### config.mk
export PLATFORM = sky130hd
export DESIGN_NAME = updn_dual_counter
export DESIGN_NICKNAME = d
export VERILOG_FILES = /design/src/rtl/updn_pkg.sv /design/src/rtl/strobe_sync.sv /design/src/rtl/count_core.sv /design/src/rtl/tc_gen.sv /design/src/rtl/updn_dual_counter.sv
export SDC_FILE = /design/constraint.sdc
export NUM_CORES = 1
export LEC_CHECK = 0
export BUFFER_PORTS_ARGS = -buffer_cell sky130_fd_sc_hd__buf_2
export CAP_MARGIN = 20
export CORE_AREA = 3 3 40 42
export CTS_CLUSTER_DIAMETER = 60
export DETAILED_ROUTE_END_ITERATION = 8
export DIE_AREA = 0 0 43 45
export PLACE_DENSITY = 0.72
export SLEW_MARGIN = 40
export SYNTH_ARGS = -nofsm -noshare
export SYNTH_HDL_FRONTEND = slang
export SYNTH_SLANG_ARGS = --single-unit
### constraint.sdc
create_clock -name clk -period 5.95 [get_ports clk]
set_input_delay 1.19 -clock clk [delete_from_list [all_inputs] [get_ports clk]]
set_output_delay 1.19 -clock clk [all_outputs]
set_load 0.02 [all_outputs]
### src/rtl/updn_pkg.sv
// Package: shared operation code for the dual-strobe counter.
// Assumes: consumers decode exactly one operation per clock cycle.
package updn_pkg;
    typedef enum logic [2:0] {
        OP_HOLD  = 3'd0,
        OP_INC   = 3'd1,
        OP_DEC   = 3'd2,
        OP_LOAD  = 3'd3,
        OP_CLEAR = 3'd4
    } cnt_op_t;
endpackage

### src/rtl/strobe_sync.sv
// Module: strobe_sync
// Passes one asynchronous strobe through STAGES flops. It then compares the
// synchronized level with a history flop to flag a rising edge.
// Assumes: the strobe stays high and stays low for at least STAGES+1 clk cycles each.
module strobe_sync #(
    parameter int STAGES = 2
) (
    input  logic clk,
    input  logic rst_n,
    input  logic strb,
    output logic lvl,
    output logic rise
);
    logic [STAGES-1:0] sync_q;
    logic              prev_q;

    for (genvar i = 0; i < STAGES; i++) begin : g_stage
        if (i == 0) begin : g_first
            // Purpose: first capture flop, set to idle-high on reset
            always_ff @(posedge clk) begin
                if (!rst_n) sync_q[0] <= 1'b1;
                else        sync_q[0] <= strb;
            end
        end else begin : g_next
            // Purpose: further metastability filtering
            always_ff @(posedge clk) begin
                if (!rst_n) sync_q[i] <= 1'b1;
                else        sync_q[i] <= sync_q[i-1];
            end
        end
    end

    // Purpose: remember the previous synchronized level for edge detection
    always_ff @(posedge clk) begin
        if (!rst_n) prev_q <= 1'b1;
        else        prev_q <= sync_q[STAGES-1];
    end

    assign lvl  = sync_q[STAGES-1];
    assign rise = sync_q[STAGES-1] & ~prev_q;
endmodule

### src/rtl/count_core.sv
// Module: count_core
// Holds the count register and applies the single operation of each cycle.
// The priority order is clear, then load, then strobe edges.
// Assumes: up_rise and dn_rise are one-cycle pulses in the clk domain.
module count_core
    import updn_pkg::*;
#(
    parameter int WIDTH = 4
) (
    input  logic             clk,
    input  logic             rst_n,
    input  logic             clr,
    input  logic             load_n,
    input  logic [WIDTH-1:0] preset,
    input  logic             up_rise,
    input  logic             dn_rise,
    output logic [WIDTH-1:0] count
);
    localparam logic [WIDTH-1:0] ONE = WIDTH'(1);

    cnt_op_t          op;
    logic [WIDTH-1:0] count_q;

    // Purpose: pick this cycle's operation by priority
    always_comb begin
        if (clr)                  op = OP_CLEAR;
        else if (!load_n)         op = OP_LOAD;
        else if (up_rise && dn_rise) op = OP_HOLD;
        else if (up_rise)         op = OP_INC;
        else if (dn_rise)         op = OP_DEC;
        else                      op = OP_HOLD;
    end

    // Purpose: update the count register
    always_ff @(posedge clk) begin
        if (!rst_n) begin
            count_q <= '0;
        end else begin
            case (op)
                OP_CLEAR: count_q <= '0;
                OP_LOAD:  count_q <= preset;
                OP_INC:   count_q <= count_q + ONE;
                OP_DEC:   count_q <= count_q - ONE;
                default:  count_q <= count_q;
            endcase
        end
    end

    assign count = count_q;
endmodule

### src/rtl/tc_gen.sv
// Module: tc_gen
// Builds the active-low terminal outputs from the registered count and the
// synchronized strobe levels, so each output copies its strobe's low phase
// at the end value.
// Assumes: the inputs are registered, so the outputs are glitch-free per clk cycle.
module tc_gen #(
    parameter int WIDTH = 4
) (
    input  logic [WIDTH-1:0] count,
    input  logic             up_lvl,
    input  logic             dn_lvl,
    output logic             carry_n,
    output logic             borrow_n
);
    // Purpose: detect the top value and zero
    logic at_top, at_zero;
    assign at_top  = &count;
    assign at_zero = ~|count;

    assign carry_n  = ~(at_top  & ~up_lvl);
    assign borrow_n = ~(at_zero & ~dn_lvl);
endmodule

### src/rtl/updn_dual_counter.sv
// Module: updn_dual_counter (top)
// Reversible counter driven by separate up and down strobes, oversampled by clk.
// Assumes: the strobes are slow compared with clk, and clr and load_n are synchronous to clk.
module updn_dual_counter #(
    parameter int WIDTH       = 4,
    parameter int SYNC_STAGES = 2
) (
    input  logic             clk,
    input  logic             rst_n,
    input  logic             clr,
    input  logic             load_n,
    input  logic [WIDTH-1:0] preset,
    input  logic             up_stb,
    input  logic             dn_stb,
    output logic [WIDTH-1:0] count,
    output logic             carry_n,
    output logic             borrow_n
);
    logic up_lvl, up_rise, dn_lvl, dn_rise;

    strobe_sync #(.STAGES(SYNC_STAGES)) u_up_sync (
        .clk(clk), .rst_n(rst_n), .strb(up_stb), .lvl(up_lvl), .rise(up_rise)
    );

    strobe_sync #(.STAGES(SYNC_STAGES)) u_dn_sync (
        .clk(clk), .rst_n(rst_n), .strb(dn_stb), .lvl(dn_lvl), .rise(dn_rise)
    );

    count_core #(.WIDTH(WIDTH)) u_core (
        .clk(clk), .rst_n(rst_n), .clr(clr), .load_n(load_n), .preset(preset),
        .up_rise(up_rise), .dn_rise(dn_rise), .count(count)
    );

    tc_gen #(.WIDTH(WIDTH)) u_tc (
        .count(count), .up_lvl(up_lvl), .dn_lvl(dn_lvl),
        .carry_n(carry_n), .borrow_n(borrow_n)
    );
endmodule

# ---- Word-level counts from Yosys, hierarchy flattened
# Index checks and enable logic that the tools add are counted.
dict set report op_classes {
  add_sub_neg 2
  eq_ne 4
  muxes 6
  n_bitwise 10
  reduce_logical 5
}
# cell n
set op_table {}
lappend op_table {{one-hot mux 4 bit (4 select lines)} 1}
lappend op_table {{2-to-1 mux 3 bit} 4}
lappend op_table {{equality test 3 x 2 -> 1 bit (second input constant)} 2}
lappend op_table {{inverter 1 bit} 6}
lappend op_table {{adder 4 x 1 -> 4 bit (second input constant)} 1}
lappend op_table {{bitwise AND 1 bit} 4}
lappend op_table {{AND reduction 4 bit} 1}
lappend op_table {{nonzero test 4 bit} 1}
lappend op_table {{OR reduction 4 bit} 1}
lappend op_table {{subtractor 4 x 1 -> 4 bit (second input constant)} 1}
lappend op_table {{equality test 3 x 1 -> 1 bit (second input constant)} 1}
lappend op_table {{equality test 3 bit (second input constant)} 1}
lappend op_table {{2-to-1 mux 2 bit} 1}
lappend op_table {{logical AND 1 bit} 1}
lappend op_table {{zero test 1 bit} 1}
dict set report totals {
  reg_bits 10
  in_bits 10
  wordCells 34
}

# ---- Longest topological paths before layout
# Gate-level depths: netlist (run 1).
dict set report depth {
  ltp_word 9
  ltp_mapped 8
  mapped_depth_nobuf 8
}

# ---- Modules after synthesis
# A second synthesis (run 1) with hierarchy kept.
dict set report hier_totals {
  hier_cells 56
  hier_area_um2 536.8
}
# module n_inst cells_per_inst area_each_um2 seq_area_each_um2
set modules_own_cells {}
lappend modules_own_cells {count_core 1 37 326.6 80.1}
lappend modules_own_cells {strobe_sync 2 7 92.6 60.1}
lappend modules_own_cells {tc_gen 1 5 25.0 0.0}

# ---- Worst setup path after synthesis (run 1)
# Ideal clock, no wire load.
dict set report synth_path {
  path_type {input-to-reg}
  start {input port load_n}
  end {register u_core.count_q[3] (netlist: u_core.count[3])}
  setup_ps 77
  arrival_ps 2668
  required_ps 5873
  slack_ps 3205
  path_stages 7
  cell_sequence {nor2b_1 -> and3_1 -> ha_1 -> a21o_1 -> a21oi_2 -> or3b_1 -> a41oi_2}
}
dict set report synth_between {
  elab_chain_len 4
  elab_cells_between_ends 8
  classes_between {eq/ne: 4; mux: 3; reduce/logical: 1}
}
# element line_no
set synth_lines {}
lappend synth_lines {{start: declaration} updn_dual_counter.sv:11} ;# input logic load_n,
lappend synth_lines {{2-to-1 mux 3 bit (*)} count_core.sv:27} ;# else if (!load_n) op = OP_LOAD;
lappend synth_lines {{2-to-1 mux 3 bit (*)} count_core.sv:26} ;# if (clr) op = OP_CLEAR;
lappend synth_lines {{equality test 3 x 2 -> 1 bit (tied with other cells)} count_core.sv:39} ;# case (op)
lappend synth_lines {{one-hot mux 4 bit (4 select lines) or nonzero test 4 bit (tied branches)} n/a}
lappend synth_lines {{end signal: assignment} count_core.sv:41} ;# OP_LOAD: count_q <= preset;
lappend synth_lines {{end signal: assignment} count_core.sv:42} ;# OP_INC: count_q <= count_q + ONE;
lappend synth_lines {{end signal: assignment} count_core.sv:43} ;# OP_DEC: count_q <= count_q - ONE;
lappend synth_lines {{end: declaration} count_core.sv:22} ;# logic [WIDTH-1:0] count_q;
# Mark *: on every way between the ends. The rest lies on a longest branch, timed or not.
# A chain may end at the register's enable or synchronous reset.

# ---- Worst setup path in the final report (run 1)
# Same ends and word-level chain as after synthesis.

==> summary.txt, run 1 <==
Status
  • Outcome: completed

Timing
  • Final period util: 0.475
  • Crit path time final: 2.83 ns
  • Total Neg Setup Slack: 0 ns
  • RSZ-0062 raised after global routing: no
  • Slew @ Worst Pin: 0.270 ns
  • Slew headroom: 0.820
  • Endpoints failing hold: 0
  • Final count of pins violating max slew: 0
  • Layout Skew: 0.00138 ns
  • Setup violators final: 0
  • F_max: 354 MHz

Critical path
  • Crit Path Category: in2reg
  • Worst Setup SP: load_n
  • Reg2Reg Capture Point: u_core.count[3]
  • Crit. path cell count: 8
  • CP endpoint: u_core.count[3]
  • CP cell instances: buf_2 > nor2b_1 > and3_1 > ha_1 > a21o_1 > a21oi_2 > or3b_1 > a41oi_2
  • Largest fanout on the critical path: 11
  • Flop2flop setup slack: roughly 4.0 ns
  • Worst setup EP type: flip-flop
  • Critical Path AT: 3.01 ns
  • WP buf/inv: 1
  • Max incr delay on CP: 0.38 ns
  • Critical-path top delay cell: or3b_1
  • Crit Reg-Reg Startpoint: u_dn_sync.lvl
  • Reg2reg path depth: 7
  • Top delay family on crit path: simple AND/OR/NAND/NOR gates
  • Worst setup SP type: primary input
  • Required @ worst endpoint: 6.14 ns

Power and ir drop
  • Internal power: between 0.1 and 0.15 mW
  • Cell Pwr Density: 221 nW/um2
  • Seq pwr share: 0.489
  • Sw frac: 0.221
  • Lkg Pwr: 0.307 nW
  • Clock power frac: 0.404
  • Combinational share of power: 0.107
  • Net Sw Power: 0.0324 mW
  • Peak supply drop: 0.000147 V

Final layout
  • Layout cells sized above 1: 0.320
  • Final core area utilization: 0.515
  • Nets: 89
  • Area Growth Syn to Fin: 23.3%
  • Finished Cell Area: ~660 um2
  • Diodes inserted: 0

Synthesis
  • Synth Area in XOR/XNOR: 0.0163
  • Fraction of registers with async set/reset: 0
  • Syn Inst Count: 57
  • Largest family of logic cells by synthesized area: simple AND/OR/NAND/NOR gates
  • Compound-Gate Fraction of Synth Area: 0.124
  • Top cells by area, synth: dfxtp_1 (37%), nand2b_1 (12%), ha_1 (4.7%)
  • #FFs+latches synth: 10
  • Leading area contributor after synthesis: dfxtp_1
  • Sequential-to-total area share from yosys stat: 0.373
  • Synth top area share: 0.373
  • Unique masters post-synth: 29
  • Synthesized area per cell: 9.42 um2
  • Simple-gate share of the synthesized area: 0.354
  • Mux contribution to synthesized area: 0.0396
  • Post-synth EDFFs: 0
  • Synth Net Count: 70
  • Synth warn: 0
  • Top FF cell, synth: dfxtp_1
  • Most frequent cells after synthesis: dfxtp_1 (10), nand2b_1 (10), nand2_1 (5)
  • Synth Area in Adders: 0.0839
  • Cell Area, Synth: about 540 um2

Detailed routing
  • Vias per Instance: 5.13
  • Antenna Violating Nets Remaining: 0
  • WL per Instance: 11.7 um
  • DRC Markers: 0
  • First-pass DRT Iterations: 4
  • Initial drt markers: 7
  • Via count: between 400 and 500
  • Post-Route WL: 1050 um

Die
  • Row count: 13
  • Die Y: 45 um
  • Initial Utilization: 0.418
  • Die width: 43 um
  • Core region area: about 1300 um2
  • Die Area: 1940 um2
  • Top Ports: 16

CTS
  • H-tree depth: 1
  • CTS max path bufs: 2
  • Reg clk slew, reported paths: 0.06 ns
  • Clk Tree Root Cell: clkbuf_4
  • Number of buffers created by CTS: 3
  • Clk_lat worst skew: roughly 0.26 ns
  • Clk sinks: 10
  • CTS tree: built
  • PostCTS Resize Cnt: 0
  • Post-CTS Hold Fix Bufs: 0
  • Setup bufs post-CTS: 0

GRT
  • Gr ovfl total: 0
  • Vias in the first global route: 434
  • Global-route wire length before repair: 1820 um
  • Initial antenna violation count: 0
  • GRT Resource Usage Total: 0.128
  • Largest net degree at the start of global routing: 12

Worst hold path
  • Min-Delay Path Class: reg2reg
  • Hold Path Cell Cnt: 1

Placed design
  • Placed cell areas: 626 um2
  • RD Place Congestion: around 0.79
  • I/O Buffers: 15

Flow run
  • Max-cap violations: 0
[registers in the layout, summed over array words and instances, names as in the netlist]
register,flops
u_core.count,4
u_dn_sync.lvl,1
u_dn_sync.prev_q,1
u_dn_sync.sync_q,1
u_up_sync.lvl,1
u_up_sync.prev_q,1
u_up_sync.sync_q,1
[cell usage in the layout (no fill, tap or decap), types with 2 or more instances in the layout]
cell      netlist  final
nand2b_1       10     10
clkbuf_4        0      3
nor2b_1         2      2
nor2_1          4      4
ha_1            2      2
nand2_1         5      5
buf_2           1     15
dfxtp_1        10     10
nor3_1          2      2
[metrics by stage]
stage	setup WS [ns]	hold WS, ns	std cells	total power [mW]
6_report	3.12	0.410	90	0.147
5_1_grt	3.01	0.429	90	0.153
4_1_cts	3.14	0.414	90	0.149
3_5_place_dp	2.86	0.396	86	0.0890
3_3_place_gp	2.94	0.388	86	0.0884
2_1_floorplan	3.21	0.386	57	0.0822
[metal layers]
layer | routed length, um | vias up | track usage | share of wire
li1 | - | 237 | - | -
met1 | 465 | 209 | 0.148 | 0.44
met2 | 498 | 14 | 0.201 | 0.47
met3 | 77 | 2 | 0.0677 | 0.073
met4 | 10 | 0 | 0.0482 | 0.0095
met5 | 0 | - | 0 | 0
[power by group through the flow]
stage	Sequential, mW	Clock, mW	Combinational, mW
after CTS	0.0716	0.0616	0.0159
after detailed placement	0.0732	0	0.0158
after global placement	0.0730	0	0.0154
after global routing	0.0720	0.0641	0.0173
after floorplan	0.0737	0	0.00843
final	0.0716	0.0592	0.0157
[kinds of logic (layout without fill, tap and decap cells)]
kind of cell / Yosys count / count (layout)
adders and majority gates: 3 / 3
muxes: 2 / 2
buffers and inverters: 1 / 19
and+or+nand+nor: 32 / 32
xor gates and xnor gates: 1 / 1
AOI/OAI and AO/OA: 8 / 8
DFF: 10 / 10
[worst min path at each step]
stage	startpoint	end	slack [ns]
floorplan	u_dn_sync.sync_q[0]	u_dn_sync.lvl	0.39
global placement	u_up_sync.sync_q[0]	u_up_sync.lvl	0.39
detailed placement	u_up_sync.sync_q[0]	u_up_sync.lvl	0.40
CTS	u_dn_sync.sync_q[0]	u_dn_sync.lvl	0.41
global route	u_dn_sync.sync_q[0]	u_dn_sync.lvl	0.43
finish	u_dn_sync.sync_q[0]	u_dn_sync.lvl	0.41
[area by class of cell]
cell class / instances / area (um2)
multi-input cells: 46 / 332
flip-flops and latches: 10 / 200
repair buffers: 15 / 75.1
fillers: 126 / 623
clock buffers: 4 / 36.3
well taps: 15 / 18.8
Power figures use the tool's default switching activity.
==> inputs of run 2 (changes only) <==
PLACE_DENSITY = 0.74   (was 0.72)
clock period = 2.3 ns   (was 5.95 ns; I/O delays follow)
==> summary.txt, run 2 (synthesis results as in run 1) <==
Detailed routing
  • DRC Markers: 0
  • Antenna Violating Nets Remaining: 0
  • Via count: 465
  • First-pass DRT Iterations: 4
  • Post-Route WL: 1020 um
  • WL per Instance: about 11 um
  • Initial drt markers: 9
  • Vias per Instance: 5.11

Timing
  • F_max: approximately 500 MHz
  • RSZ-0062 raised after global routing: no
  • Endpoints failing hold: 0
  • Total Neg Setup Slack: 0 ns
  • Slew headroom: 0.839
  • Final count of pins violating max slew: 0
  • Layout Skew: 0.00703 ns
  • Setup violators final: 0
  • Worst hold margin: 0.377 ns
  • Final period util: 0.874
  • Slew @ Worst Pin: 0.241 ns
  • Crit path time final: between 2 and 2.5 ns

Critical path
  • Flop2flop setup slack: 0.30 ns
  • Crit Path Category: in2reg
  • Worst setup EP type: flip-flop
  • Top delay family on crit path: simple AND/OR/NAND/NOR gates
  • Crit. path cell count: 8
  • Required @ worst endpoint: about 2.5 ns
  • Worst setup SP type: primary input
  • CP cell instances: buf_2 > nor2b_1 > and3_1 > ha_1 > a21o_1 > a21oi_2 > or3b_1 > a41oi_2
  • Largest fanout on the critical path: 4
  • Reg2reg path depth: 7
  • Max incr delay on CP: 0.38 ns
  • Worst Setup SP: clr
  • Crit Reg-Reg Startpoint: u_dn_sync.lvl
  • Critical-path top delay cell: or3b_1
  • Critical Path AT: ~2.2 ns
  • WP buf/inv: 1

Final layout
  • Finished Cell Area: about 670 um2
  • Fillcell total: 126
  • Most common cell after layout, fill and taps aside: buf_2
  • Diodes inserted: 0
  • Number of flip-flops under the largest register name: 4
  • Most frequent cells in the layout: buf_2 (15), nand2b_1 (10), dfxtp_1 (10), nand2_1 (5), nor2_1 (4)
  • Area Growth Syn to Fin: 24.7%
  • Layout cells sized above 1: 0.329
  • Final Non-Filler Cells: 91
  • Nets: 90

GRT
  • Global-route wire length before repair: 1730 um
  • GRT Resource Usage Total: 0.122
  • Gr ovfl total: 0
  • Largest net degree at the start of global routing: 11
  • Vias in the first global route: 420
  • Initial antenna violation count: 0
  • Met1 usage: 0.139
  • Grt met3 use: 0.0398
  • Grt peak-use layer: met2
  • Met2 usage: 0.210

CTS
  • Clk Tree Root Cell: clkbuf_4
  • Reg clk slew, reported paths: 0.07 ns
  • Clk sinks: 10
  • Post-CTS Hold Fix Bufs: 0
  • PostCTS Resize Cnt: 0
  • Setup bufs post-CTS: 0
  • CTS tree: built
  • H-tree depth: 1
  • Number of buffers created by CTS: 3
  • CTS max path bufs: 2
  • Clk_lat worst skew: 0.26 ns

Die
  • Row count: 13
  • Die Y: 45 um
  • Die width: 43 um
  • Core region area: 1280 um2
  • Initial Utilization: 0.418
  • Top Ports: 16
  • Die Area: 1940 um2

Placed design
  • RD Place Congestion: 0.818
  • Placed Instances: 87
  • I/O Buffers: 15
  • Placed cell areas: 633 um2
  • HPWL Detailed: 819 um

Power and ir drop
  • Peak supply drop: ~0.00033 V
  • Lkg Pwr: 0.312 nW
  • Cell Pwr Density: 573 nW/um2

Worst hold path
  • Min-Delay Startpoint: up_stb
  • Min-Delay Path Class: in2reg
  • Hold Path Cell Cnt: 2

Status
  • Outcome: completed

Flow run
  • Max-cap violations: 0
run 2: cell types whose count changed in the layout (fill, tap and decap cells not counted):
cell,before,now
buf_4,0,1
run 2: power by group:
part	switching (mW)	internal, mW	leakage (nW)
Sequential	0.00489	0.180	0.0822
Clock	0.0611	0.0960	0.0210
Combinational	0.0214	0.0204	0.209
Total	0.0874	0.296	0.312
run 2: final cells by class:
cell class	instances	area, um2	share of cell area
repair buffers	16	82.6	0.123
flip-flops and latches	10	200	0.299
multi-input cells	46	332	0.495
clock buffers	4	36.3	0.0542
well taps	15	18.8	0.0280
run 2: metal layers:
layer	up-vias	wire length (um)
met5	-	0
met4	0	6
met3	2	73
met2	16	492
met1	211	443
li1	236	-
run 2: final timing paths:
kind / endpoint
min: u_up_sync.sync_q[0]
max: u_core.count[3]
min reg2reg: u_dn_sync.lvl
max reg2reg: u_core.count[3]
run 2: through the flow:
step	power, mW	utilization	worst slack [ns]
6_report	0.384	0.521	0.290
5_1_grt	0.404	0.521	0.199
4_1_cts	0.391	0.521	0.295
3_5_place_dp	0.231	0.493	0.0154
3_3_place_gp	0.229	0.493	0.0595
2_1_floorplan	0.213	-	0.285
==> inputs of run 3 (changes only) <==
BUFFER_PORTS_ARGS = -buffer_cell sky130_fd_sc_hd__buf_4   (was -buffer_cell sky130_fd_sc_hd__buf_2)
==> summary.txt, run 3 (synthesis results as in run 1) <==
Status
  • Outcome: completed

Flow run
  • Max-cap violations: 0

Detailed routing
  • First-pass DRT Iterations: 4
  • Post-Route WL: 1040 um
  • Antenna Violating Nets Remaining: 0
  • Initial drt markers: 3
  • Via count: approximately 470
  • Vias per Instance: 5.02
  • DRC Markers: 0
  • WL per Instance: roughly 11 um

Critical path
  • Largest fanout on the critical path: 4
  • Critical-path top delay cell: or3b_1
  • CP cell instances: and2b_1 > and3_1 > ha_1 > a21o_1 > a21oi_2 > or3b_1 > a41oi_2
  • Top delay family on crit path: simple AND/OR/NAND/NOR gates
  • Reg2reg path depth: 7
  • Crit Path Category: reg2reg
  • Max incr delay on CP: between 0.3 and 0.4 ns
  • Worst setup SP type: flip-flop
  • WP buf/inv: 0
  • Crit. path cell count: 7
  • Critical Path AT: about 2.2 ns
  • Worst setup EP type: flip-flop
  • Flop2flop setup slack: 0.31 ns
  • Required @ worst endpoint: 2.49 ns

Power and ir drop
  • Seq pwr share: 0.478
  • Sw frac: 0.217
  • Peak supply drop: 0.000321 V
  • Net Sw Power: 0.0839 mW
  • Clock power frac: 0.396
  • Lkg Pwr: ~0.33 nW
  • Combinational share of power: 0.126
  • Cell Pwr Density: 536 nW/um2
  • Internal power: 0.303 mW

GRT
  • Gr ovfl total: 0
  • Initial antenna violation count: 0
  • Vias in the first global route: 468
  • Largest net degree at the start of global routing: 11
  • Global-route wire length before repair: 1880 um
  • GRT Resource Usage Total: 0.134

Timing
  • Crit path time final: roughly 2 ns
  • Final period util: 0.863
  • Setup violators final: 0
  • Slew headroom: 0.831
  • RSZ-0062 raised after global routing: no
  • Endpoints failing hold: 0
  • Final count of pins violating max slew: 0
  • Layout Skew: 0.00267 ns
  • F_max: 504 MHz
  • Slew @ Worst Pin: ~0.25 ns
  • Total Neg Setup Slack: 0 ns

CTS
  • CTS max path bufs: 2
  • PostCTS Resize Cnt: 0
  • Clk_lat worst skew: 0.26 ns
  • H-tree depth: 1
  • Number of buffers created by CTS: 3
  • CTS tree: built
  • Post-CTS Hold Fix Bufs: 0
  • Clk sinks: 10
  • Clk Tree Root Cell: clkbuf_4
  • Setup bufs post-CTS: 0
  • Reg clk slew, reported paths: 0.07 ns

Die
  • Die Area: around 1900 um2
  • Die width: approximately 43 um
  • Top Ports: 16
  • Core region area: approximately 1300 um2
  • Row count: 13
  • Initial Utilization: 0.418
  • Die Y: 45 um

Worst hold path
  • Hold Path Cell Cnt: 2
  • Min-Delay Path Class: in2reg

Final layout
  • Number of flip-flops under the largest register name: 4
  • Final Non-Filler Cells: 93
  • Nets: 92
  • Diodes inserted: 0
  • Most frequent cells in the layout: buf_4 (18), nand2b_1 (10), dfxtp_1 (10), nand2_1 (5), nor2_1 (4)
  • Area Growth Syn to Fin: 34.5%
  • Layout cells sized above 1: 0.346
  • Most common cell after layout, fill and taps aside: buf_4

Placed design
  • Placed Instances: 89
  • RD Place Congestion: 0.752
  • HPWL Detailed: about 850 um
  • I/O Buffers: 15
-- run 3: final timing paths --
path | from | end
setup / recovery | u_dn_sync.prev_q | u_core.count[3]
hold / removal | up_stb | u_up_sync.sync_q[0]
setup reg to reg | u_dn_sync.prev_q | u_core.count[3]
hold reg to reg | u_up_sync.sync_q[0] | u_up_sync.lvl
-- run 3: layer usage --
layer	track usage	share of wire	vias to the layer above
li1	-	-	241
met1	0.154	0.45	214
met2	0.228	0.49	10
met3	0.0359	0.043	2
met4	0.0723	0.011	0
met5	0	0	-
-- run 3: metrics by stage --
step | instance area [um2] | power, mW | setup WS, ns | hold slack [ns] | util
after detailed placement | 686 | 0.238 | 0.119 | 0.397 | 0.534
after floorplan | 537 | 0.213 | 0.285 | 0.386 | -
after global placement | 686 | 0.237 | 0.172 | 0.388 | 0.534
after global routing | 722 | 0.413 | 0.191 | 0.381 | 0.562
after CTS | 722 | 0.393 | 0.294 | 0.378 | 0.562
final | 722 | 0.387 | 0.314 | 0.384 | 0.562
-- run 3: layout make-up --
cell class	count	area (um2)
Clock buffer	4	36.3
Fill cell	139	563
Multi-Input combinational cell	46	332
Sequential cell	10	200
Tap cell	15	18.8
Timing Repair Buffer	18	135
-- run 3: power by group through the flow --
stage / Combinational [mW] / Clock [mW] / Sequential (mW)
global route: 0.0550 / 0.171 / 0.186
finish: 0.0490 / 0.153 / 0.185
CTS: 0.0495 / 0.159 / 0.185
floorplan: 0.0218 / 0 / 0.191
detailed placement: 0.0491 / 0 / 0.189
global placement: 0.0483 / 0 / 0.189
-- run 3: worst reg2reg max path, delay by kind of cell (launching register included) --
family	cells	cell delay, ns
adders and majority gates	1	0.27
DFF	1	0.30
AOI/OAI and AO/OA	3	0.56
and+or+nand+nor	3	0.79
